`src/rtl/rasp_pkg.sv`:
```
package rasp_pkg;

  typedef enum logic [1:0] {
    TAG_NULL  = 2'b00,
    TAG_ADDR  = 2'b01,
    TAG_VALUE = 2'b10,
    TAG_INSN  = 2'b11
  } word_tag_e;

  typedef enum logic [2:0] {
    OP_NONE = 3'd0,
    OP_RET  = 3'd1,
    OP_POP  = 3'd2,
    OP_CALL = 3'd3,
    OP_PUSH = 3'd4
  } rs_op_e;

endpackage

```
`src/rtl/rasp_arbiter.sv`:
```
module rasp_arbiter
  import rasp_pkg::*;
(
  input  logic   clk,
  input  logic   rst,
  input  logic   call_i,
  input  logic   ret_i,
  input  logic   push_i,
  input  logic   pop_i,
  output rs_op_e op_o,
  output logic   multi_o
);

  logic [3:0] req_vec;
  logic [3:0] grant_vec;

  assign req_vec = {push_i, call_i, pop_i, ret_i};

  // fixed priority: return, pop, call, push
  always_comb begin
    grant_vec = 4'b0000;
    op_o      = OP_NONE;
    if (ret_i) begin
      grant_vec = 4'b0001;
      op_o      = OP_RET;
    end else if (pop_i) begin
      grant_vec = 4'b0010;
      op_o      = OP_POP;
    end else if (call_i) begin
      grant_vec = 4'b0100;
      op_o      = OP_CALL;
    end else if (push_i) begin
      grant_vec = 4'b1000;
      op_o      = OP_PUSH;
    end
  end

  assign multi_o = ($countones(req_vec) > 1);

  assert_single_grant_R8 : assert property (@(posedge clk) disable iff (rst)
    $onehot0(grant_vec));

  assert_ret_wins_R8 : assert property (@(posedge clk) disable iff (rst)
    (ret_i && call_i) |-> (op_o == OP_RET) && multi_o);

endmodule

```
`src/rtl/rasp_ptr.sv`:
```
module rasp_ptr
  import rasp_pkg::*;
#(
  parameter int DEPTH = 16,
  localparam int SPW  = $clog2(DEPTH + 1),
  localparam int IW   = (DEPTH > 1) ? $clog2(DEPTH) : 1
) (
  input  logic          clk,
  input  logic          rst,
  input  rs_op_e        op_i,
  input  logic          tag_ok_i,
  input  logic          multi_i,
  output logic          wr_en_o,
  output logic [IW-1:0] wr_idx_o,
  output logic          rd_en_o,
  output logic [IW-1:0] rd_idx_o,
  output logic          fault_tag_o,
  output logic          fault_ovf_o,
  output logic          fault_unf_o,
  output logic          fault_proto_o
);

  localparam logic [SPW-1:0] FULL_CNT = SPW'(DEPTH);

  logic [SPW-1:0] sp_q;
  logic           is_pop;
  logic           is_ins;
  logic           tag_bad;
  logic           empty;
  logic           full;

  assign is_pop  = (op_i == OP_RET) || (op_i == OP_POP);
  assign tag_bad = (op_i == OP_PUSH) && !tag_ok_i;
  assign is_ins  = (op_i == OP_CALL) || ((op_i == OP_PUSH) && tag_ok_i);
  assign empty   = (sp_q == '0);
  assign full    = (sp_q == FULL_CNT);

  assign wr_en_o  = is_ins && !full;
  assign rd_en_o  = is_pop && !empty;
  assign wr_idx_o = IW'(sp_q);
  assign rd_idx_o = IW'(sp_q - 1'b1);

  always_ff @(posedge clk) begin
    if (rst) begin
      sp_q          <= '0;
      fault_tag_o   <= 1'b0;
      fault_ovf_o   <= 1'b0;
      fault_unf_o   <= 1'b0;
      fault_proto_o <= 1'b0;
    end else begin
      if (wr_en_o)      sp_q <= sp_q + 1'b1;
      else if (rd_en_o) sp_q <= sp_q - 1'b1;
      fault_tag_o   <= tag_bad;
      fault_ovf_o   <= is_ins && full;
      fault_unf_o   <= is_pop && empty;
      fault_proto_o <= multi_i;
    end
  end

  assert_sp_bound_R9 : assert property (@(posedge clk) disable iff (rst)
    sp_q <= FULL_CNT);

  assert_no_overflow_R6 : assert property (@(posedge clk) disable iff (rst)
    fault_ovf_o |-> full && $stable(sp_q));

  assert_no_underflow_R7 : assert property (@(posedge clk) disable iff (rst)
    fault_unf_o |-> empty && $stable(sp_q));

  assert_tag_reject_R5 : assert property (@(posedge clk) disable iff (rst)
    fault_tag_o |-> $stable(sp_q));

  assert_pop_moves_R3 : assert property (@(posedge clk) disable iff (rst)
    rd_en_o |=> (sp_q == $past(sp_q) - 1'b1));

endmodule

```
`src/rtl/rasp_store.sv`:
```
module rasp_store #(
  parameter int DEPTH = 16,
  parameter int AW    = 32,
  localparam int IW   = (DEPTH > 1) ? $clog2(DEPTH) : 1
) (
  input  logic          clk,
  input  logic          rst,
  input  logic          wr_en_i,
  input  logic [IW-1:0] wr_idx_i,
  input  logic [AW-1:0] wr_data_i,
  input  logic          rd_en_i,
  input  logic [IW-1:0] rd_idx_i,
  output logic [AW-1:0] rd_data_o,
  output logic          rd_valid_o
);

  logic [AW-1:0] mem [DEPTH];

  // plain write port, no reset, so a RAM block can be inferred
  always_ff @(posedge clk) begin
    if (wr_en_i) mem[wr_idx_i] <= wr_data_i;
  end

  // registered read port with synchronous output reset
  always_ff @(posedge clk) begin
    if (rst) begin
      rd_data_o  <= '0;
      rd_valid_o <= 1'b0;
    end else begin
      rd_valid_o <= rd_en_i;
      if (rd_en_i) rd_data_o <= mem[rd_idx_i];
    end
  end

  assert_port_exclusive_R8 : assert property (@(posedge clk) disable iff (rst)
    !(wr_en_i && rd_en_i));

  assert_hold_output_R3 : assert property (@(posedge clk) disable iff (rst)
    !rd_valid_o |-> $stable(rd_data_o));

endmodule

```
`src/rtl/rasp_top.sv`:
```
module rasp_top
  import rasp_pkg::*;
#(
  parameter int DEPTH = 16,
  parameter int AW    = 32
) (
  input  logic          clk,
  input  logic          rst,
  input  logic          call_i,
  input  logic          ret_i,
  input  logic          push_i,
  input  logic          pop_i,
  input  logic [AW-1:0] wr_data_i,
  input  logic [1:0]    wr_tag_i,
  output logic [AW-1:0] ret_addr_o,
  output logic          ret_valid_o,
  output logic          fault_tag_o,
  output logic          fault_ovf_o,
  output logic          fault_unf_o,
  output logic          fault_proto_o
);

  localparam int IW = (DEPTH > 1) ? $clog2(DEPTH) : 1;

  rs_op_e        op;
  logic          multi;
  logic          tag_ok;
  logic          wr_en;
  logic          rd_en;
  logic [IW-1:0] wr_idx;
  logic [IW-1:0] rd_idx;

  assign tag_ok = (wr_tag_i == TAG_ADDR);

  rasp_arbiter u_arb (
    .clk     (clk),
    .rst     (rst),
    .call_i  (call_i),
    .ret_i   (ret_i),
    .push_i  (push_i),
    .pop_i   (pop_i),
    .op_o    (op),
    .multi_o (multi)
  );

  rasp_ptr #(.DEPTH(DEPTH)) u_ptr (
    .clk           (clk),
    .rst           (rst),
    .op_i          (op),
    .tag_ok_i      (tag_ok),
    .multi_i       (multi),
    .wr_en_o       (wr_en),
    .wr_idx_o      (wr_idx),
    .rd_en_o       (rd_en),
    .rd_idx_o      (rd_idx),
    .fault_tag_o   (fault_tag_o),
    .fault_ovf_o   (fault_ovf_o),
    .fault_unf_o   (fault_unf_o),
    .fault_proto_o (fault_proto_o)
  );

  rasp_store #(.DEPTH(DEPTH), .AW(AW)) u_store (
    .clk        (clk),
    .rst        (rst),
    .wr_en_i    (wr_en),
    .wr_idx_i   (wr_idx),
    .wr_data_i  (wr_data_i),
    .rd_en_i    (rd_en),
    .rd_idx_i   (rd_idx),
    .rd_data_o  (ret_addr_o),
    .rd_valid_o (ret_valid_o)
  );

  assert_valid_excl_R7 : assert property (@(posedge clk) disable iff (rst)
    ret_valid_o |-> !fault_unf_o && !fault_ovf_o && !fault_tag_o);

  assert_call_ret_proto_R8 : assert property (@(posedge clk) disable iff (rst)
    (call_i && ret_i) |=> fault_proto_o);

  assert_ret_result_R3 : assert property (@(posedge clk) disable iff (rst)
    (ret_i && !fault_unf_o && $past(1'b1)) |-> 1'b1 ##1 (ret_valid_o || fault_unf_o));

endmodule

```
`config.mk`:
```
export PLATFORM = sky130hd
export DESIGN_NAME = rasp_top
export DESIGN_NICKNAME = d
export VERILOG_FILES = /design/src/rtl/rasp_pkg.sv /design/src/rtl/rasp_arbiter.sv /design/src/rtl/rasp_ptr.sv /design/src/rtl/rasp_store.sv /design/src/rtl/rasp_top.sv
export SDC_FILE = /design/constraint.sdc
export NUM_CORES = 1
export LEC_CHECK = 0
export ABC_AREA = 1
export CAP_MARGIN = 20
export CORE_MARGIN = 4
export CORE_UTILIZATION = 55
export CTS_CLUSTER_SIZE = 40
export DETAILED_ROUTE_END_ITERATION = 7
export GPL_TIMING_DRIVEN = 0
export PLACE_DENSITY = 0.73
export SLEW_MARGIN = 5
export SYNTH_ARGS = -nofsm -noshare
export SYNTH_HDL_FRONTEND = slang
export SYNTH_SLANG_ARGS = --single-unit
export TNS_END_PERCENT = 10
```
`constraint.sdc`:
```
create_clock -name clk -period 6.8 [get_ports clk]
set_input_delay 1.7 -clock clk [delete_from_list [all_inputs] [get_ports clk]]
set_output_delay 1.7 -clock clk [all_outputs]
set_load 0.02 [all_outputs]
```
==> metrics <==
# clock sinks about 550; core area 0.0400 mm²; Top delay family on crit path simple AND/OR/NAND/NOR gates; crit path capture type register; PD cells 468 mW/mm²; clock-pin slew on the worst setup and hold paths roughly 0.060 ns; Die Height 210 µm; normalized max-slew margin 40.0%; #FFs+latches synth 554; post-synth top area share 68.6%; # nets final 2165; GPL Wtd Cong 0.853; final wirelength 59.1 mm; CTS tree yes; Detailed Place HPWL 39.3 mm; WHS Path Cells 4; CP peak stage delay roughly 0.64 ns; hold slack around 0.57 ns; Worst Tran Pin Value 0.899 ns; cell taking the most area after synthesis edfxtp_1; syn nets 2014; critical path class primary input to register; WL met2 28.0 mm; leakage power just under 10 nW; chip width 210 µm; Critical-path top delay cell nor2_4; Crit Path Max Fanout 17; fill count 2884; Top Layer Used met4; maximum clock path buffer count 3; Worst VDD drop 0.000368 V; initial antenna violation count 0; Root Buffer clkbuf_16; Worst Path Buf+Inv 5; Iter 0 DRT Violations 2094; cts hold-fix bufs 0; final setup vio count 0; largest net degree at the start of global routing 33; first-pass GRT wire length 89.4 mm; Synth cell types 25; PortBufs 75; number of antenna-violating nets in the routed design 0; final core utilization 65.0%; top cells by area, synth edfxtp_1, nand2_1, nand3_1; status completed; Num CTS Buffers 53; final hold violations 0; grt ovf 0; Area Overhead vs Synth 16.0%; vias in the first global route 15600; CP Launch Type primary input; maxcap violations 0; skew final 0.0171 ns; WL met3 ~6.1 mm; layout cell share with drive strength beyond 1 around 10%; vias post-DR 15800; gr usage total 26.5%; area of the multi-input gates roughly 0.0055 mm²; Arrival @ worst endpoint roughly 4.3 ns; reg2reg path depth 13; Synth Cell Area 0.0224 mm²; YS warnings 0; residual DRC count 0; WP data required roughly 7.1 ns; worst-path cell chain clkdlybuf4s50_1 > inv_1 > ha_1 > inv_1 > nor2_1 > nand2_1 > nand2_1 > nand3_2 > inv_1 > nand2_1 > nor2_4 > buf_16; die footprint 0.0440 mm²; # diodes 0; Setup Fix Bufs, Post-CTS 0; Tcrit/Tclk final 59.4%; Register Area between 0.015 and 0.02 mm²; drt pass-1 iters 5; post-CTS sizing 0; wl on met1 22.5 mm; Worst path depth 12; Initial Utilization 56.0%; min cycle time layout 4.04 ns; Syn Area/Cell about 11 µm²; latest clock arrival within the worst-skew pair 0.60 ns; RSZ-0062 raised after global routing false; HP Class register to register; Ports 77; H-tree depth 2; post-synthesis sequential area ratio ~72%; DR vias/cell 5.87; post-synthesis cell count 1966; fmax 0.248 GHz; Max Slew Vio Count 0; routed length per placed instance 22.0 µm; FP Rows 73
sequential cells by signal, indices dropped and copies added (netlist names):
name                 count
u_store.mem            512
u_store.rd_data_o       32
u_ptr.fault_ovf_o        1
u_ptr.sp_q               5
u_ptr.fault_proto_o      1
u_ptr.fault_unf_o        1
u_store.rd_valid_o       1
u_ptr.fault_tag_o        1
final timing paths:
kind | endpoint | slack (ns) | from
setup / recovery | u_store.mem[1][16]$_DFFE_PP_ | 2.76 | call_i
hold / removal | u_store.rd_data_o[28]$_SDFFE_PP0P_ | 0.57 | u_store.rd_data_o[28]$_SDFFE_PP0P_
setup reg to reg | u_store.mem[1][16]$_DFFE_PP_ | 3.09 | u_ptr.sp_q[0]$_SDFFE_PP0P_
hold reg to reg | u_store.rd_data_o[28]$_SDFFE_PP0P_ | 0.57 | u_store.rd_data_o[28]$_SDFFE_PP0P_
Yosys cell counts, drive strengths merged:
cell	n
nor2	91
nor3	5
fa	1
edfxtp	512
xor2	3
nor3b	1
o21ai	1
nand3	427
a21oi	4
inv	54
ha	7
dfxtp	42
nand2	700
clkbuf	25
buf	93
worst min-delay path, stage by stage, from the launching register on:
cell and delay [ns]:
dfxtp_1 0.31, nor2_1 0.09, nor2_1 0.04, nand2_1 0.05
inv_1 0.03
metrics by stage:
stage                     power [mW]  setup WS (ns)  instance area (µm²)  cells  TNS [ns]
after floorplan                 7.32           1.82                22400   1966         0
after CTS                       12.1           2.81                26000   2686         0
after detailed placement        9.23           2.18                24300   2587         0
after global placement          9.04         -0.860                23800   2566    -68.27
final                           12.2           2.76                26000   2686         0
after global routing            12.8           2.53                26000   2686         0
layout by cell type (no fill, tap or decap), types with 2 or more instances in the layout:
cell type          n
nand3_1          425
clkinv_2           8
clkbuf_8           4
bufinv_16          3
clkinv_1          10
buf_16             9
nand2_2            4
nand2_1          695
inv_2              6
buf_2             74
dfxtp_1           42
xor2_1             2
buf_6              9
nor3_2             3
clkbuf_1          43
clkdlybuf4s50_1   75
buf_12             3
nand3_2            2
ha_1               7
inv_1             45
a21oi_1            4
clkbuf_16         55
buf_4             17
nor2_4            13
inv_4              3
nor2_1            78
nor3_1             2
edfxtp_1         512
area by class of cell:
class	count	area share [%]
Tap cell	525	2.53
Inverter	54	0.809
Clock buffer	77	5.77
Buffer	118	2.41
Multi-Input combinational cell	1240	21.0
Clock inverter	22	0.679
Timing Repair Buffer	96	4.41
Sequential cell	554	62.4
report_power, final:
part / internal, mW / switching [mW] / leakage [nW]
logic: 1.57 / 3.77 / 4.03
registers: 3.87 / 0.0629 / 4.95
clock network: 1.64 / 1.24 / 0.822
total: 7.07 / 5.08 / 9.80
layer usage:
layer	up-vias	global-route usage, %
li1	7069	-
met1	7572	34.9
met2	939	43.1
met3	188	5.34
met4	0	11.9
met5	-	0
logic make-up after synthesis:
kind of cell | share of synthesized area (%)
flip-flops | 72.4
XOR/XNOR | 0.201
adder cells (fa/ha/maj) | 0.480
AO/OA/AOI/OAI | 0.112
buffers and inverters | 3.73
AND/OR/NAND/NOR | 23.1
Power figures use the tool's default switching activity.
